==> config.mk <==
export PLATFORM = sky130hd
export DESIGN_NAME = bus_err_aggregator
export DESIGN_NICKNAME = d
export VERILOG_FILES = /design/src/rtl/berr_pkg.sv /design/src/rtl/berr_decode.sv /design/src/rtl/berr_w1c.sv /design/src/rtl/berr_irq.sv /design/src/rtl/bus_err_aggregator.sv
export SDC_FILE = /design/constraint.sdc
export NUM_CORES = 1
export LEC_CHECK = 0
export CAP_MARGIN = 30
export CORE_ASPECT_RATIO = 1.5
export CORE_MARGIN = 5
export CORE_UTILIZATION = 43
export DETAILED_ROUTE_END_ITERATION = 16
export PLACE_DENSITY = 0.67
export RECOVER_POWER = 50
export SETUP_SLACK_MARGIN = 0.1
export SYNTH_ARGS = -nofsm -noshare
export SYNTH_HDL_FRONTEND = slang
export SYNTH_SLANG_ARGS = --single-unit
==> constraint.sdc <==
create_clock -name clk -period 2.3 [get_ports clk]
set_input_delay 0.46 -clock clk [delete_from_list [all_inputs] [get_ports clk]]
set_output_delay 0.46 -clock clk [all_outputs]
set_load 0.05 [all_outputs]
==> src/rtl/berr_pkg.sv <==
package berr_pkg;

  typedef enum logic [2:0] {
    EV_NONE     = 3'd0,
    EV_ADDR_UNC = 3'd1,
    EV_ADDR_COR = 3'd2,
    EV_RD_DATA  = 3'd3,
    EV_WR_DATA  = 3'd4
  } evt_e;

  localparam int BS_MPE      = 8;
  localparam int BS_SERR     = 14;
  localparam int BS_DPE      = 15;
  localparam int IS_MPE      = 0;
  localparam int IS_SERR_DET = 4;
  localparam int IS_DPE      = 9;
  localparam int IS_SERR     = 10;
  localparam int IS_COR      = 14;
  localparam int CS_UNC      = 20;

  localparam int NREG   = 3;
  localparam int SEL_W  = 2;
  localparam int MSK_W  = 5;

  typedef struct packed {
    logic serr;
    logic perr;
    logic log;
    logic ign;
  } act_t;

endpackage

==> src/rtl/berr_decode.sv <==
module berr_decode
  import berr_pkg::*;
#(
  parameter int DW = 32
) (
  input  logic [2:0]    kind,
  input  logic [1:0]    mode,
  input  logic          msi,
  input  logic          serr_en,
  input  logic          perr_en,
  output logic [DW-1:0] set_bus,
  output logic [DW-1:0] set_irq,
  output logic [DW-1:0] set_cfg,
  output act_t          act
);

  logic pcix, m2, conv;
  logic serr_req, dpe, mpe;

  assign pcix = (mode != 2'd0);
  assign m2   = (mode == 2'd2);
  assign conv = ~pcix;

  always_comb begin
    set_bus  = '0;
    set_irq  = '0;
    set_cfg  = '0;
    act      = '0;
    serr_req = 1'b0;
    dpe      = 1'b0;
    mpe      = 1'b0;
    case (evt_e'(kind))
      EV_ADDR_UNC: begin
        serr_req        = 1'b1;
        dpe             = 1'b1;
        set_cfg[CS_UNC] = 1'b1;
        act.log         = m2;
        act.ign         = conv;
      end
      EV_ADDR_COR: begin
        if (m2) begin
          set_irq[IS_COR] = 1'b1;
          act.log         = 1'b1;
        end
      end
      EV_RD_DATA: begin
        mpe      = 1'b1;
        dpe      = 1'b1;
        act.perr = perr_en;
        serr_req = pcix;
      end
      EV_WR_DATA: begin
        mpe      = 1'b1;
        serr_req = pcix | msi;
      end
      default: ;
    endcase
    act.serr = serr_req & serr_en;
    if (dpe) begin
      set_bus[BS_DPE] = 1'b1;
      set_irq[IS_DPE] = 1'b1;
    end
    if (mpe) begin
      set_bus[BS_MPE] = 1'b1;
      set_irq[IS_MPE] = 1'b1;
    end
    if (act.serr) begin
      set_bus[BS_SERR]     = 1'b1;
      set_irq[IS_SERR]     = 1'b1;
      set_irq[IS_SERR_DET] = 1'b1;
    end
  end

endmodule

==> src/rtl/berr_w1c.sv <==
module berr_w1c #(
  parameter int DW = 32
) (
  input  logic          clk,
  input  logic          rst,
  input  logic [DW-1:0] set,
  input  logic          clr_en,
  input  logic [DW-1:0] clr_mask,
  output logic [DW-1:0] q
);

  logic [DW-1:0] clr_v;
  assign clr_v = clr_en ? clr_mask : '0;

  always_ff @(posedge clk) begin
    if (rst) q <= '0;
    else     q <= (q & ~clr_v) | set;
  end

  AST_STICKY: assert property (@(posedge clk) disable iff (rst)
    (($past(q) & ~$past(clr_v) & ~q) == '0));

  AST_SET_WINS: assert property (@(posedge clk) disable iff (rst)
    (($past(set) & ~q) == '0));

endmodule

==> src/rtl/berr_irq.sv <==
module berr_irq #(
  parameter int DW = 32
) (
  input  logic          clk,
  input  logic          rst,
  input  logic [DW-1:0] sts,
  input  logic [DW-1:0] mask,
  output logic          irq_o
);

  always_ff @(posedge clk) begin
    if (rst) irq_o <= 1'b0;
    else     irq_o <= |(sts & ~mask);
  end

  AST_IRQ_SOURCE: assert property (@(posedge clk) disable iff (rst)
    irq_o |-> ($past(sts) != '0));

endmodule

==> src/rtl/bus_err_aggregator.sv <==
module bus_err_aggregator
  import berr_pkg::*;
#(
  parameter int DW = 32
) (
  input  logic             clk,
  input  logic             rst,
  input  logic [2:0]       evt_kind,
  input  logic             evt_msi,
  input  logic [1:0]       bus_mode,
  input  logic             serr_en,
  input  logic             perr_en,
  input  logic [MSK_W-1:0] irq_mask,
  input  logic             wr_en,
  input  logic [SEL_W-1:0] wr_sel,
  input  logic [DW-1:0]    wr_data,
  input  logic [SEL_W-1:0] rd_sel,
  output logic [DW-1:0]    rd_data,
  output logic             serr_n,
  output logic             perr_n,
  output logic             irq,
  output logic             log_upd,
  output logic             txn_ignore
);

  logic [DW-1:0] set_arr [NREG];
  logic [DW-1:0] sts_arr [NREG];
  logic [DW-1:0] eff_mask;
  act_t          act;

  berr_decode #(.DW(DW)) u_dec (
    .kind    (evt_kind),
    .mode    (bus_mode),
    .msi     (evt_msi),
    .serr_en (serr_en),
    .perr_en (perr_en),
    .set_bus (set_arr[0]),
    .set_irq (set_arr[1]),
    .set_cfg (set_arr[2]),
    .act     (act)
  );

  for (genvar g = 0; g < NREG; g++) begin : g_reg
    berr_w1c #(.DW(DW)) u_reg (
      .clk      (clk),
      .rst      (rst),
      .set      (set_arr[g]),
      .clr_en   (wr_en && (wr_sel == SEL_W'(g))),
      .clr_mask (wr_data),
      .q        (sts_arr[g])
    );
  end

  always_comb begin
    eff_mask              = '0;
    eff_mask[IS_MPE]      = irq_mask[0];
    eff_mask[IS_SERR_DET] = irq_mask[1];
    eff_mask[IS_DPE]      = irq_mask[2];
    eff_mask[IS_SERR]     = irq_mask[3];
    eff_mask[IS_COR]      = irq_mask[4];
  end

  berr_irq #(.DW(DW)) u_irq (
    .clk   (clk),
    .rst   (rst),
    .sts   (sts_arr[1]),
    .mask  (eff_mask),
    .irq_o (irq)
  );

  always_ff @(posedge clk) begin
    if (rst) begin
      serr_n     <= 1'b1;
      perr_n     <= 1'b1;
      log_upd    <= 1'b0;
      txn_ignore <= 1'b0;
      rd_data    <= '0;
    end else begin
      serr_n     <= ~act.serr;
      perr_n     <= ~act.perr;
      log_upd    <= act.log;
      txn_ignore <= act.ign;
      case (rd_sel)
        2'd0:    rd_data <= sts_arr[0];
        2'd1:    rd_data <= sts_arr[1];
        2'd2:    rd_data <= sts_arr[2];
        default: rd_data <= '0;
      endcase
    end
  end

  AST_SERR_GATED: assert property (@(posedge clk) disable iff (rst)
    !serr_n |-> (sts_arr[0][BS_SERR] && $past(serr_en)));

  AST_PERR_RECORDED: assert property (@(posedge clk) disable iff (rst)
    !perr_n |-> (sts_arr[0][BS_MPE] && $past(perr_en)));

  AST_LOG_MODE2: assert property (@(posedge clk) disable iff (rst)
    log_upd |-> ($past(bus_mode) == 2'd2));

  AST_IGN_CONV: assert property (@(posedge clk) disable iff (rst)
    txn_ignore |-> ($past(bus_mode) == 2'd0));

endmodule

==> metrics.csv <==
stage,metric,value,unit
status,status,"complete, no violations",
power_and_ir_drop,Final Total Pwr,0.00539,W
clock_network,Max Root-Sink Buffers,2,
run,maxcap violations,0,
grt,GR Overflow Total,0,
logic_synthesis,Synth Area in Compound Gates,14.0,%
logic_synthesis,synth top area cells,"dfxtp_1 (54%), a21oi_1 (13%), nand2b_1 (11%)",
finish,multi-input combinational cell area,0.00205,sq mm
worst_hold_path,WHS Path Cells,2,
drt,Pre-antenna DRT Iters,4,
grt,first-pass GRT wire length,19.9,mm
drt,met1 wire length,5.13,mm
finish,Finished Cell Area,0.00651,sq mm
power_and_ir_drop,Peak VDD IR,0.000510,V
logic_synthesis,Mapped Nets,590,
clock_network,worst skew pair latency,410,ps
clock_network,CTS Hold Buffers Added,0,
floorplan,die area,0.0138,sq mm
drt,Vias/cell,5.09,
logic_synthesis,Syn Inst Count,538,
power_and_ir_drop,leakage power,2.55,nW
floorplan,CORE AREA,0.0114,sq mm
finish,"non-filler cells, final",784,
sta,Tmin final,2040,ps
finish,Area growth syn-to-layout,31.8,%
clock_network,# H-tree levels,4,
sta,TNS Setup,0,ps
grt,GRT Resource Usage Total,18.2,%
placement,GPL Wtd Cong,0.816,
finish,Antenna Cells,0,
clock_network,CTS root buf,clkbuf_16,
clock_network,CTS sink count,133,
placement,DP Wirelength,8.11,mm
drt,ANT nets after route,0,
drt,via count,3994,
setup_path,worst r2r src,g_reg[1].u_reg.q[27]$_SDFF_PP0_,
logic_synthesis,Post-Synth Adder-Cell Area,0,%
finish,Sequential Area,0.00266,sq mm
logic_synthesis,post-synth top area cell,dfxtp_1,
setup_path,CP required,2650,ps
power_and_ir_drop,pwr dens,829,mW/mm^2
setup_path,R2R cell count,4,
floorplan,Die Wd,97.5,um
sta,clock skew,6.79,ps
drt,max layer used,met4,
worst_hold_path,Worst Hold Class,in2reg,
clock_network,post-CTS setup buffers,0,
grt,vias in the first global route,4030,
floorplan,Cell Rows,48,
logic_synthesis,post-synthesis simple-gate area fraction,21.0,%
drt,drt total wl,12.4,mm
drt,WL met2,6.52,mm
placement,DP Area,0.00592,sq mm
placement,PortBufs,88,
clock_network,CTS tree,built,
sta,crit share post-route,88.9,%
logic_synthesis,post-synth top area share,53.9,%
sta,"Setup violations, final",0,
clock_network,clock-pin slew on the worst setup and hold paths,60,ps
logic_synthesis,XOR/XNOR Fraction of Synth Area,0,%
floorplan,I/O pins,89,
setup_path,Startpoint Class,primary input,
floorplan,Die Height,141,um
logic_synthesis,YS warnings,0,
floorplan,Initial Util,43.3,%
sta,unrepaired setup endpoints after global routing,no,
logic_synthesis,Synth cell types,31,
logic_synthesis,#FFs+latches synth,133,
logic_synthesis,Post-Syn Area per Cell,9.18,sq um
sta,worst slew pin tran,1000,ps
finish,fillers,1036,
setup_path,CP Data Arrival Time,2390,ps
sta,Peak Freq,489,MHz
logic_synthesis,mapped cell area,0.00494,sq mm
clock_network,cts bufs inserted,17,
clock_network,CTS resizes,0,
drt,Iter 0 DRT Violations,185,
drt,met3 wire length,478,um
logic_synthesis,multiplexer share of the synthesized area,6.49,%
drt,DRC violations left,0,
sta,"Hold Vio Cnt, Final",0,
logic_synthesis,largest family of logic cells by synthesized area,simple AND/OR/NAND/NOR gates,
grt,initial antenna violation count,0,
placement,DP Cell Count,751,
drt,Avg WL per Cell,15.8,um
grt,pin count of the biggest net entering global routing,126,
sta,Relative slew margins,33.1,%
worst_hold_path,hold path start,rst,
finish,final core utilization,57.0,%
setup_path,critical path class,in2reg,
logic_synthesis,sequential-to-total area share from yosys stat,53.9,%
finish,Layout Nets,673,
finish,layout cell share with drive strength beyond 1,7.10,%
setup_path,Crit. Startpoint,rd_sel[1],
sta,Slew Limit Fails,0,
setup_path,crit-path max FO,12,
setup_path,Crit. End Element,register,
-- worst max-delay path, stage by stage --
cell	delay, ps
clkdlybuf4s50_1	470
nor2b_1	790
buf_6	270
buf_4	210
a21oi_1	90
nor2_1	90
-- where the power goes --
group / switching (W) / internal (W) / total [W] / leakage (nW)
registers: 0.00000898 / 0.00232 / 0.00233 / 1.07
logic: 0.000174 / 0.000155 / 0.000329 / 1.18
clock network: 0.000953 / 0.00178 / 0.00273 / 0.299
-- final cells by class --
cell class              count  area share, %
clock buffers              22           7.29
multi-input cells         362           31.4
inverters                   6          0.346
well taps                 150           2.88
repair buffers            101           15.2
clock inverters            10           1.96
flip-flops and latches    133           40.9
-- state kept, by name (all words and copies together), names as in the netlist --
name         flops
g.u_reg.q       96
rd_data         32
log_upd          1
perr_n           1
serr_n           1
txn_ignore       1
u_irq.irq_o      1
-- routing by layer --
layer | global-route usage, % | vias up
met1 | 20.9 | 1938
met3 | 5.00 | 17
met2 | 32.0 | 85
met5 | 0 | -
li1 | - | 1954
met4 | 7.22 | 0
-- metrics by stage --
step | hold slack, ps | setup slack [ps]
2_1_floorplan | 426 | 1010
3_3_place_gp | 435 | -44.5
3_5_place_dp | 438 | -101
4_1_cts | 327 | 271
5_1_grt | 341 | 151
6_report | 346 | 255
-- worst paths after layout --
kind / to / slack, ps
min reg2reg: g_reg[0].u_reg.q[28]$_SDFF_PP0_ / 450
max reg2reg: u_irq.irq_o$_SDFF_PP0_ / 810
max: rd_data[25]$_SDFF_PP0_ / 260
min: rd_data[4]$_SDFF_PP0_ / 350
-- cells in the mapped netlist, drive strengths merged --
library cell	count
mux2i	32
nand2	17
or2b	1
a21oi	128
nand2b	88
nor2b	2
nor2	68
a211o	1
dfxtp	133
or4b	1
clkbuf	13
nand4	1
nand3	1
buf	24
nor3	2
and3b	2
o21ai	2
o21a	1
a222oi	1
and3	1
o221ai	1
nand3b	4
or3b	1
nor3b	1
inv	6
nor4	6
-- cell families after synthesis --
| group | Yosys count |
|---|---|
| AND/OR/NAND/NOR | 196 |
| flip-flops | 133 |
| buffers and inverters | 43 |
| AO/OA/AOI/OAI | 134 |
| multiplexers | 32 |
-- placed cells by master, fill, tap and decap left out, types with 4 or more instances in the layout --
cell,n
dfxtp_1,133
a21oi_1,127
nand2b_1,88
clkdlybuf4s50_1,84
nor2_1,68
mux2i_1,32
nand2_1,17
clkbuf_16,17
inv_1,6
nor4_1,6
clkinv_2,6
buf_4,6
clkbuf_1,5
nand3b_1,4
Note: power is estimated with default switching activity, not from simulation.
